--- src/rtl/btn_updown_counter.sv ---
module btn_updown_counter #(
  parameter int unsigned HOLD_CYCLES = 50_000_000,
  parameter int unsigned COUNT_W     = 16
) (
  input  logic               clk,
  input  logic               rst,
  input  logic               btn_up_raw,
  input  logic               btn_dn_raw,
  output logic               step_up,
  output logic               step_dn,
  output logic [COUNT_W-1:0] led
);
  localparam int unsigned HW = $clog2(HOLD_CYCLES + 1);

  logic [1:0] raw;
  logic [1:0] step;

  assign raw     = {btn_dn_raw, btn_up_raw};
  assign step_up = step[0];
  assign step_dn = step[1];

  for (genvar i = 0; i < 2; i++) begin : g_ch
    logic          meta, sync, lvl, pulse;
    logic [HW-1:0] hold;
    logic          quiet;

    assign quiet   = (hold == '0);
    assign step[i] = pulse;

    always_ff @(posedge clk) begin
      if (rst) begin
        meta  <= 1'b0;
        sync  <= 1'b0;
        lvl   <= 1'b0;
        pulse <= 1'b0;
        hold  <= '0;
      end else begin
        meta  <= raw[i];
        sync  <= meta;
        pulse <= quiet && sync && !lvl;
        if (!quiet) begin
          hold <= hold - 1'b1;
        end else if (sync != lvl) begin
          lvl  <= sync;
          hold <= HW'(HOLD_CYCLES);
        end
      end
    end
  end

  always_ff @(posedge clk) begin
    if (rst)          led <= '0;
    else if (step[0]) led <= led + 1'b1;
    else if (step[1]) led <= led - 1'b1;
  end
endmodule

--- config.mk ---
export PLATFORM = sky130hd
export DESIGN_NAME = btn_updown_counter
export DESIGN_NICKNAME = d
export VERILOG_FILES = /design/src/rtl/btn_updown_counter.sv
export SDC_FILE = /design/constraint.sdc
export NUM_CORES = 1
export LEC_CHECK = 0
export BUFFER_PORTS_ARGS = -buffer_cell sky130_fd_sc_hd__buf_2
export CORE_ASPECT_RATIO = 0.5
export CORE_MARGIN = 8
export CORE_UTILIZATION = 55
export DETAILED_ROUTE_END_ITERATION = 7
export MAX_ROUTING_LAYER = met4
export PLACE_DENSITY = 0.87
export SLEW_MARGIN = 0
export SYNTH_ARGS = -nofsm -noshare
export SYNTH_HDL_FRONTEND = slang
export SYNTH_SLANG_ARGS = --single-unit
--- constraint.sdc ---
create_clock -name clk -period 2.6 [get_ports clk]
set_input_delay 0.13 -clock clk [delete_from_list [all_inputs] [get_ports clk]]
set_output_delay 0.13 -clock clk [all_outputs]
set_load 0.01 [all_outputs]
==> key figures <==
Routing
  • DRC viols: 0
  • Via Count: 3848
  • Avg Vias per Cell: 6.10
  • Drt initial violations: 274
  • Wire length per cell: 15.5 um
  • Post-route ant nets: 0
  • Drt total wl: 9.76 mm
  • Drt pass-1 iters: 5

Layout
  • Fill cells: 568
  • Area Growth Syn to Fin: 14.3%
  • Area of the multi-input gates: 2550 um2
  • FF/Latch Area: 1520 um2
  • Most frequent cells in the layout: dfxtp_1, nor2_1, nand2_1
  • # diodes: 0
  • Layout cells sized above 1: 15.0%
  • # nets final: 551
  • Final Instance Area: 4800 um2
  • Commonest non-fill, non-tap cell in the layout: dfxtp_1

Floorplanning
  • Die X: 140 um
  • Site row count: 22
  • Initial Utilization: 57.1%
  • Die area: 10900 um2
  • Ports: 22
  • Die height: 77.8 um
  • Core Footprint: 7350 um2

Placed design
  • RePlAce Congestion: 0.886
  • IO buf count: 21
  • Area after DPL: 4450 um2
  • DP HPWL: 6.48 mm

CTS
  • CTS Buffer Depth: 2
  • Sinks on Clock Net: 76
  • Latest clock arrival within the worst-skew pair: 340 ps
  • CTS tree: done
  • CTS root buffer: clkbuf_16
  • H-tree depth: 3
  • Clock-pin slew on the worst setup and hold paths: 60 ps
  • TritonCTS Buffers: 9

Power and ir drop
  • Worst IR Drop VDD: 0.560 mV
  • Total power: 0.00626 W
  • Leak: 2.00 nW
  • P per Cell Area: 1300 nW/um2

Worst setup path
  • Max incr delay on CP: 380 ps
  • Crit path max-delay family: compound AO/OA/AOI/OAI gates
  • Buf/Inv on CP: 2
  • Worst path required time: 2870 ps
  • CP Capture Type: flop
  • Crit-path cells: clkinvlp_4 > buf_4 > ha_1 > and4_1 > a31oi_1 > o21ai_0 > a2111o_1 > a31o_2 > a21oi_1
  • Kind of critical path: flop to flop
  • Max stage delay cell, worst path: a2111o_1
  • Crit-path max FO: 8
  • Startpoint Class: flop
  • CP Data Arrival Time: 2730 ps

STA
  • Tmin final: 2460 ps
  • Setup violations, final: 0
  • Slew margin rel.: 57.5%
  • Fin crit share: 94.6%
  • Fin. Hold Viols: 0
  • Worst Clk Skew: 5.87 ps
  • Peak Freq: 407 MHz
  • Worst-margin pin slew: 637 ps
  • Max-slew violations: 0

Synth
  • Syn Nets: 517
  • #FFs+latches synth: 76
  • Mapped cell area: 4200 um2
  • Syn Inst Count: 496
  • Synth Flop Type: dfxtp_1
  • Yosys cell types: 67
  • FFs w/ async S/R, synth: 0%
  • Seq/Total Area, Yosys: 36.2%
  • Syn avg cell area: 8.46 um2
  • EDFF count, synth: 0
  • Ys Warns: 0

Run status
  • Outcome: finished clean

GRT
  • Initial antenna violation count: 0
  • Number of global-route vias before repair: 3554
  • Global-route wire length before repair: 16.4 mm
  • GRT Overall Usage: 18.5%
  • Largest net degree at the start of global routing: 35
  • Aggregate global routing overflow: 0

Job
  • Max-cap violations: 0

Hold path
  • Worst Hold Class: input pin to flop
[per-layer routing]
layer | track usage (%) | vias up | wire length [um]
met5 | - | - | 0
met4 | 5.37 | 0 | 128
met3 | 6.11 | 16 | 610
met2 | 30.1 | 118 | 4540
met1 | 21.6 | 1832 | 4480
li1 | - | 1882 | -
[per-stage QoR]
stage	hold WS [ps]	instances	setup slack, ps	util, %	TNS, ps
final	300	631	141	65.3	0
after CTS	285	628	73.5	64.9	0
after floorplan	258	496	30.2	-	0
after global placement	337	610	128	60.5	0
after global routing	308	631	-4.57	65.3	-4.57
after detailed placement	348	610	93.7	60.5	0
[registers in the layout (all words and copies together), names as in the netlist]
name and count:
g_ch.lvl 2, g_ch.meta 2, g_ch.sync 2, led 16
step_dn 1, g_ch.hold 52, step_up 1
[kinds of logic (layout without fill, tap and decap cells)]
family / count (synthesis) / in the layout / synth area share [%]
and+or+nand+nor: 221 / 221 / 29.2
xor gates and xnor gates: 33 / 33 / 6.89
DFF: 76 / 76 / 36.2
buffers and inverters: 32 / 71 / 3.19
AOI/OAI and AO/OA: 113 / 113 / 18.2
muxes: 4 / 4 / 0.984
adders and majority gates: 17 / 17 / 5.25
[synthesized netlist by cell type (2+ instances only)]
cell type   n  share of area, %
o31ai_1     4              0.72
or4_1       6               1.1
dfxtp_1    76                36
buf_1       2              0.18
xor2_1     18               3.8
nor2_2      2              0.30
a211oi_1   10               1.8
and2_1      3              0.45
a311oi_1   10               2.1
nor3_1     14               1.7
o21a_1      5              0.89
ha_1       16               4.8
nor4b_1     5               1.0
a21o_1      6               1.1
buf_2       2              0.24
nand4_1     5              0.75
and3_1      2              0.30
nor3_2      3              0.72
nand2_1    46               4.1
nor4_4      3               1.5
nand3b_1    4              0.72
xnor2_1    15               3.1
inv_1      16               1.4
mux2i_1     3              0.72
nand3_1    18               2.1
o21bai_1    2              0.36
or4_4       3              0.80
a31oi_1     5              0.75
a21oi_1    41               4.9
nor2b_1     7               1.0
or2_2       5              0.75
a211o_1     2              0.42
nor2_1     59               5.3
or3_1      15               2.2
o211ai_1    2              0.36
nand4b_1    5               1.0
and4_1      2              0.42
or3b_2      2              0.42
o21ai_0    12               1.4
nor4_1      5              0.75
clkbuf_1    9              0.80
[report_power, final]
part | switching [W] | leakage (nW) | internal, W
Clock | 0.000486 | 0.149 | 0.000792
Combinational | 0.00183 | 1.23 | 0.00131
Sequential | 0.000349 | 0.620 | 0.00149
Total | 0.00267 | 2.00 | 0.00359
[final timing paths]
check                    start          endpoint  slack, ps  cells after the start
hold reg to reg   g_ch[1].meta      g_ch[1].sync        440                      1
hold / removal             rst  g_ch[0].hold[12]        300                      2
setup reg to reg       step_up           led[15]        140                      9
setup / recovery       step_up           led[15]        140                      9
[what timing repair did]
| action | 4_1_cts | 5_1_grt |
|---|---|---|
| hold endpoints to repair | 2 | 0 |
| resized for setup | 0 | 2 |
| setup endpoints to repair | 0 | 3 |
| hold buffers | 2 | 0 |
| setup buffers | 0 | 3 |
[layout make-up]
class | instances | area share (%)
Timing Repair Buffer | 38 | 4.95
Clock inverter | 4 | 0.991
Multi-Input combinational cell | 388 | 53.1
Sequential cell | 76 | 31.7
Clock buffer | 12 | 5.34
Inverter | 17 | 1.41
Tap cell | 96 | 2.50
Power figures use the tool's default switching activity.
